<file path="config.mk">
export PLATFORM = sky130hd
export DESIGN_NAME = sec_irq_ctrl
export DESIGN_NICKNAME = d
export VERILOG_FILES = /design/src/rtl/sec_irq_pkg.sv /design/src/rtl/sec_irq_regs.sv /design/src/rtl/sec_irq_core.sv /design/src/rtl/sec_irq_ctrl.sv
export SDC_FILE = /design/constraint.sdc
export NUM_CORES = 1
export LEC_CHECK = 0
export BUFFER_PORTS_ARGS = -buffer_cell sky130_fd_sc_hd__buf_4
export CORE_MARGIN = 2
export CORE_UTILIZATION = 57
export CTS_CLUSTER_SIZE = 10
export DETAILED_ROUTE_END_ITERATION = 16
export PLACE_DENSITY = 0.81
export SLEW_MARGIN = 15
export SYNTH_ARGS = -nofsm -noshare
export SYNTH_HDL_FRONTEND = slang
export SYNTH_SLANG_ARGS = --single-unit
</file>
<file path="constraint.sdc">
create_clock -name clk -period 3.2 [get_ports clk]
set_input_delay 0.32 -clock clk [delete_from_list [all_inputs] [get_ports clk]]
set_output_delay 0.32 -clock clk [all_outputs]
set_load 0.01 [all_outputs]
</file>
<file path="src/rtl/sec_irq_pkg.sv">
package sec_irq_pkg;

  // Register indices (byte address / 4); software depends on these values.
  localparam int IDX_STATUS  = 0;
  localparam int IDX_RAW     = 1;
  localparam int IDX_EN_SET  = 2;
  localparam int IDX_EN_CLR  = 3;
  localparam int IDX_SW_SET  = 4;
  localparam int IDX_SW_CLR  = 5;
  localparam int IDX_PT_SET  = 8;
  localparam int IDX_PT_CLR  = 9;

  typedef enum logic [2:0] {
    RD_NONE,
    RD_STATUS,
    RD_RAW,
    RD_MASK,
    RD_SOFT,
    RD_PASS
  } rd_sel_t;

  typedef struct packed {
    logic    maskSet;
    logic    maskClr;
    logic    swSet;
    logic    swClr;
    logic    passSet;
    logic    passClr;
    rd_sel_t rdSel;
  } strobe_t;

endpackage

</file>
<file path="src/rtl/sec_irq_regs.sv">
module sec_irq_regs
  import sec_irq_pkg::*;
#(
  parameter int IDX_W  = 10,
  parameter int DATA_W = 32
) (
  input  logic              regValid,
  input  logic              regWrite,
  input  logic [IDX_W-1:0]  regIdx,
  input  logic [DATA_W-1:0] regWdata,
  output strobe_t           stb
);

  localparam logic [IDX_W-1:0] I_STATUS = IDX_W'(IDX_STATUS);
  localparam logic [IDX_W-1:0] I_RAW    = IDX_W'(IDX_RAW);
  localparam logic [IDX_W-1:0] I_EN_SET = IDX_W'(IDX_EN_SET);
  localparam logic [IDX_W-1:0] I_EN_CLR = IDX_W'(IDX_EN_CLR);
  localparam logic [IDX_W-1:0] I_SW_SET = IDX_W'(IDX_SW_SET);
  localparam logic [IDX_W-1:0] I_SW_CLR = IDX_W'(IDX_SW_CLR);
  localparam logic [IDX_W-1:0] I_PT_SET = IDX_W'(IDX_PT_SET);
  localparam logic [IDX_W-1:0] I_PT_CLR = IDX_W'(IDX_PT_CLR);

  logic wrReq;
  logic rdReq;
  logic dataNonZero;

  assign wrReq       = regValid & regWrite;
  assign rdReq       = regValid & ~regWrite;
  assign dataNonZero = |regWdata;

  always_comb begin
    stb       = '0;
    stb.rdSel = RD_NONE;
    if (wrReq) begin
      case (regIdx)
        I_EN_SET: stb.maskSet = 1'b1;
        I_EN_CLR: stb.maskClr = 1'b1;
        I_SW_SET: stb.swSet   = dataNonZero;
        I_SW_CLR: stb.swClr   = dataNonZero;
        I_PT_SET: stb.passSet = 1'b1;
        I_PT_CLR: stb.passClr = 1'b1;
        default:  ;
      endcase
    end
    if (rdReq) begin
      case (regIdx)
        I_STATUS: stb.rdSel = RD_STATUS;
        I_RAW:    stb.rdSel = RD_RAW;
        I_EN_SET: stb.rdSel = RD_MASK;
        I_SW_SET: stb.rdSel = RD_SOFT;
        I_PT_SET: stb.rdSel = RD_PASS;
        default:  stb.rdSel = RD_NONE;
      endcase
    end
  end

endmodule

</file>
<file path="src/rtl/sec_irq_core.sv">
module sec_irq_core
  import sec_irq_pkg::*;
#(
  parameter int NSRC      = 32,
  parameter int PASS_LO   = 21,
  parameter int PASS_HI   = 30,
  parameter int COMB_LINE = 31
) (
  input  logic            clk,
  input  logic            rstN,
  input  strobe_t         stb,
  input  logic [NSRC-1:0] wdata,
  input  logic [NSRC-1:0] irqIn,
  output logic [NSRC-1:0] irqOut,
  output logic [NSRC-1:0] rdData
);

  function automatic logic [NSRC-1:0] passRange();
    logic [NSRC-1:0] m;
    for (int i = 0; i < NSRC; i++) begin
      m[i] = (i >= PASS_LO) && (i <= PASS_HI);
    end
    return m;
  endfunction

  localparam logic [NSRC-1:0] PASS_MASK = passRange();
  localparam logic [NSRC-1:0] SW_BIT    = NSRC'(1);

  logic [NSRC-1:0] levelQ, maskQ, passQ;
  logic            swQ;
  logic [NSRC-1:0] maskD, passD, rawD, rawQ, outD, rdD;
  logic            swD;

  // Next-state of the software-visible registers.
  always_comb begin
    maskD = maskQ;
    if (stb.maskSet) maskD = maskD | wdata;
    if (stb.maskClr) maskD = maskD & ~wdata;
    passD = passQ;
    if (stb.passSet) passD = passD | (wdata & PASS_MASK);
    if (stb.passClr) passD = passD & ~wdata;
    swD = swQ;
    if (stb.swSet) swD = 1'b1;
    if (stb.swClr) swD = 1'b0;
  end

  assign rawD = irqIn | (swD ? SW_BIT : '0);
  assign rawQ = levelQ | (swQ ? SW_BIT : '0);

  // Output lines: one combined request, the rest pass-through candidates.
  for (genvar g = 0; g < NSRC; g++) begin : g_line
    if (g == COMB_LINE) begin : g_comb
      assign outD[g] = |(rawD & maskD);
    end else begin : g_pass
      assign outD[g] = passD[g] & rawD[g];
    end
  end

  always_comb begin
    case (stb.rdSel)
      RD_STATUS: rdD = rawQ & maskQ;
      RD_RAW:    rdD = rawQ;
      RD_MASK:   rdD = maskQ;
      RD_SOFT:   rdD = rawQ & SW_BIT;
      RD_PASS:   rdD = passQ;
      default:   rdD = '0;
    endcase
  end

  always_ff @(posedge clk or negedge rstN) begin
    if (!rstN) begin
      levelQ <= '0;
      maskQ  <= '0;
      passQ  <= '0;
      swQ    <= 1'b0;
      irqOut <= '0;
      rdData <= '0;
    end else begin
      levelQ <= irqIn;
      maskQ  <= maskD;
      passQ  <= passD;
      swQ    <= swD;
      irqOut <= outD;
      rdData <= rdD;
    end
  end

endmodule

</file>
<file path="src/rtl/sec_irq_ctrl.sv">
module sec_irq_ctrl
  import sec_irq_pkg::*;
#(
  parameter int NUM_SRC = 32,
  parameter int ADDR_W  = 12,
  parameter int PASS_LO = 21,
  parameter int PASS_HI = 30
) (
  input  logic               clk,
  input  logic               rstN,
  input  logic               regValid,
  input  logic               regWrite,
  input  logic [ADDR_W-1:0]  regAddr,
  input  logic [NUM_SRC-1:0] regWdata,
  output logic [NUM_SRC-1:0] regRdata,
  input  logic [NUM_SRC-1:0] irqIn,
  output logic [NUM_SRC-1:0] irqOut
);

  localparam int IDX_W     = ADDR_W - 2;
  localparam int COMB_LINE = NUM_SRC - 1;

  strobe_t    stb;
  logic [1:0] unusedAddrLsb;

  assign unusedAddrLsb = regAddr[1:0];

  sec_irq_regs #(
    .IDX_W  (IDX_W),
    .DATA_W (NUM_SRC)
  ) u_regs (
    .regValid (regValid),
    .regWrite (regWrite),
    .regIdx   (regAddr[ADDR_W-1:2]),
    .regWdata (regWdata),
    .stb      (stb)
  );

  sec_irq_core #(
    .NSRC      (NUM_SRC),
    .PASS_LO   (PASS_LO),
    .PASS_HI   (PASS_HI),
    .COMB_LINE (COMB_LINE)
  ) u_core (
    .clk    (clk),
    .rstN   (rstN),
    .stb    (stb),
    .wdata  (regWdata),
    .irqIn  (irqIn),
    .irqOut (irqOut),
    .rdData (regRdata)
  );

endmodule

</file>
==> summary.md <==
| Metric | Value |
|---|---|
| Grt ovf | 0 |
| Finished layout cell area | 0.00858 sq mm |
| Nets@finish | 803 |
| Non-filler cells, final | 878 |
| CTS sink cnt | 161 |
| Final Worst Setup Slack | 0.544 ns |
| Layout cell share with drive strength beyond 1 | 29.1% |
| Top FF cell, synth | dfrtp_1 |
| TritonCTS Buffers | 17 |
| Syn. warnings | 0 |
| Worst-Margin Slew | 0.730 ns |
| R2r endpoint | u_core.irqOut[31]$_DFF_PN0_ |
| H-tree levels | 4 |
| Vias/cell | 6.10 |
| Die footprint | 0.0126 sq mm |
| Pin count of the biggest net entering global routing | 77 |
| Reg2reg setup slack | 1.32 ns |
| Post-DRT Antenna Nets | 0 |
| Comb pwr share | 5.8% |
| Achievable clock frequency | 0.376 GHz |
| Post-Route Skew | 0.00719 ns |
| CTS root buf | clkbuf_16 |
| Min-Delay Path Class | primary input to register |
| Final TNS setup | 0 ns |
| Initial Util | 58.6% |
| Clock latency on the worst-skew pair | 0.43 ns |
| Leading area contributor after synthesis | dfrtp_1 |
| Final setup fails | 0 |
| Synth area leaders | dfrtp_1 (60%), mux2i_1 (6.0%), a22oi_1 (4.3%), a21oi_1 (3.8%), and2_1 (2.9%) |
| FF+latch count, synth | 161 |
| First-pass GRT wire length | 28.7 mm |
| Num ports | 144 |
| Drt first pass iters | 5 |
| Syn-to-layout area delta | 28.3% |
| PwrDens | 513 mW/mm^2 |
| Placed Cells | 846 |
| Maxcap violations | 0 |
| CP Class | primary input to register |
| Vias | 5353 |
| Seq pwr share | 47.2% |
| Slew margin rel. | 51.3% |
| RSZ-0062 raised after global routing | false |
| Period utilisation layout | 83.0% |
| Psw | 954 uW |
| Synth Instances | 574 |
| Vias in the first global route | 5487 |
| GP Congestion | 0.881 |
| Pre-CTS WS | 0.168 ns |
| Startpoint types | primary input |
| Initial antenna violation count | 0 |
| Ant diodes | 0 |
| Syn nets | 654 |
| Worst Min Path Start | irqIn[28] |
| Post-synthesis sequential area ratio | 60.3% |
| Die Height | 112 um |
| Internal power | 3440 uW |
| Port bufs | 141 |
| Core Region | 0.0114 sq mm |
| Worst-path maximum fanout | 17 |
| Die span in x | 112 um |
| Clock power share | 47.0% |
| Crit path arrival time | 2.95 ns |
| Clock transition at path regs | 0.06 ns |
| Setup crit end kind | register |
| Switching part of the total | 21.7% |
| Drt total wl | 18.4 mm |
| Num rows | 39 |
| Final hold vios | 0 |
| WHS Path Cells | 1 |
| Worst r2r src | u_core.maskQ[23]$_DFF_PN0_ |
| Hpwl dp | 12.6 mm |
| Fillers | 780 |
| Leakage power | 0.00416 uW |
| Top cells by count, synth | dfrtp_1 (161), a21oi_1 (51), mux2i_1 (40) |
| Yosys cell types | 38 |
| Wirelength per Cell | 21.0 um |
| Async SR Flop Fraction | 100% |
| Leading cell type by number of instances after synthesis | dfrtp_1 |
| Synthesized cell area | 0.00669 sq mm |
| Max clock buf depth | 2 |
| Number of flops mapped to enable cells by yosys | 0 |
| Status | finished clean |
| Fin crit period | 2.66 ns |
| Post-synth top area share | 60.3% |
| R2R depth | 5 |
| TritonCTS clock tree | yes |
| DP Area | 0.00796 sq mm |
| Drt drc | 0 |
| Slew Limit Fails | 0 |
| Worst VDD drop | 0.000722 V |
| Starting DRT DRC Count | 533 |
| Hold EP | u_core.levelQ[28]$_DFF_PN0_ |
| Data required, critical path | 3.49 ns |
| Post-Syn Area per Cell | 11.6 sq um |
| GRT Total Usage | 29.9% |
==> worst max-delay path by stage <==
| stage | startpoint | end | slack [ns] | depth (start not counted) |
|---|---|---|---|---|
| floorplan | regAddr[9] | u_core.irqOut[31]$_DFF_PN0_ | 0.68 | 7 |
| global placement | regAddr[9] | u_core.irqOut[31]$_DFF_PN0_ | 0.25 | 7 |
| detailed placement | regAddr[9] | u_core.irqOut[31]$_DFF_PN0_ | 0.17 | 7 |
| CTS | regAddr[9] | u_core.irqOut[31]$_DFF_PN0_ | 0.59 | 7 |
| global route | regAddr[9] | u_core.irqOut[31]$_DFF_PN0_ | 0.45 | 7 |
| finish | regAddr[9] | u_core.irqOut[31]$_DFF_PN0_ | 0.54 | 7 |
==> critical path, cell delays in order <==
cell       delay (ns)
buf_4            0.13
or4_4            0.73
nor4_2           0.48
mux2i_1          0.16
a2111oi_2        0.38
nand4_1          0.23
or4b_1           0.51
==> per-layer routing <==
layer,vias up,share of wire [%],track usage [%]
met5,-,0,0
met4,0,2.4,11.4
met3,44,8.7,7.56
met2,273,50,49.7
met1,2682,39,38.2
li1,2354,-,-
==> stage by stage <==
step                      total power (uW)  utilization [%]  hold slack, ns
after floorplan                       2180                -          0.0244
after global placement                2350             69.7           0.382
after detailed placement              2360             69.7           0.390
after CTS                             4410             75.1         0.00280
after global routing                  4520             75.1         0.00676
final                                 4400             75.1          0.0163
==> state kept, by name, summed over array words and instances, names as in the netlist <==
| signal | cells |
|---|---|
| u_core.irqOut | 32 |
| u_core.levelQ | 32 |
| u_core.passQ | 32 |
| u_core.maskQ | 32 |
| u_core.swQ | 1 |
| u_core.rdData | 32 |
==> final cells by class <==
cell class	count	area (sq um)	share of cell area, %
clock inverter	9	131	1.53
inverter	34	128	1.49
sequential	161	4030	47.0
timing repair buffer	164	1250	14.6
multi-input combinational	345	2390	27.8
tap	143	179	2.09
clock buffer	22	474	5.53
==> placed cells by master (no fill, tap or decap), types with 2 or more instances in the layout <==
| master | n |
|---|---|
| clkbuf_1 | 2 |
| a22oi_1 | 38 |
| a21oi_1 | 51 |
| bufinv_16 | 3 |
| nor2_2 | 2 |
| clkinv_4 | 3 |
| a2111oi_2 | 3 |
| buf_4 | 161 |
| nand2_1 | 35 |
| and2_1 | 31 |
| nand2b_1 | 13 |
| clkinv_2 | 3 |
| nor4_4 | 6 |
| nor2_1 | 4 |
| nor4_1 | 15 |
| a21boi_0 | 22 |
| o21ai_0 | 38 |
| inv_1 | 34 |
| or3b_1 | 2 |
| clkbuf_16 | 17 |
| dfrtp_1 | 161 |
| nand4_1 | 22 |
| nor4_2 | 7 |
| mux2i_1 | 40 |
| clkbuf_8 | 3 |
==> cell families after synthesis <==
group,after synthesis,share of synthesized area (%)
mux,40,5.99
simple gates,147,14.5
compound gates,157,14.7
xor+xnor,1,0.131
buf+inv,68,4.49
flops,161,60.3
==> power groups by stage <==
stage / combinational (uW) / sequential, uW / clock (uW)
final: 253 / 2080 / 2070
after global routing: 276 / 2080 / 2170
after CTS: 254 / 2080 / 2090
after detailed placement: 251 / 2110 / 0
after global placement: 245 / 2110 / 0
after floorplan: 71.1 / 2110 / 0
==> repair_timing <==
action	in CTS	in global routing
buffers inserted	0	0
hold buffers	1	0
endpoints found under the hold margin	74	0
endpoints found under the setup margin	0	0
gates resized for setup	0	0
Power figures use the tool's default switching activity.
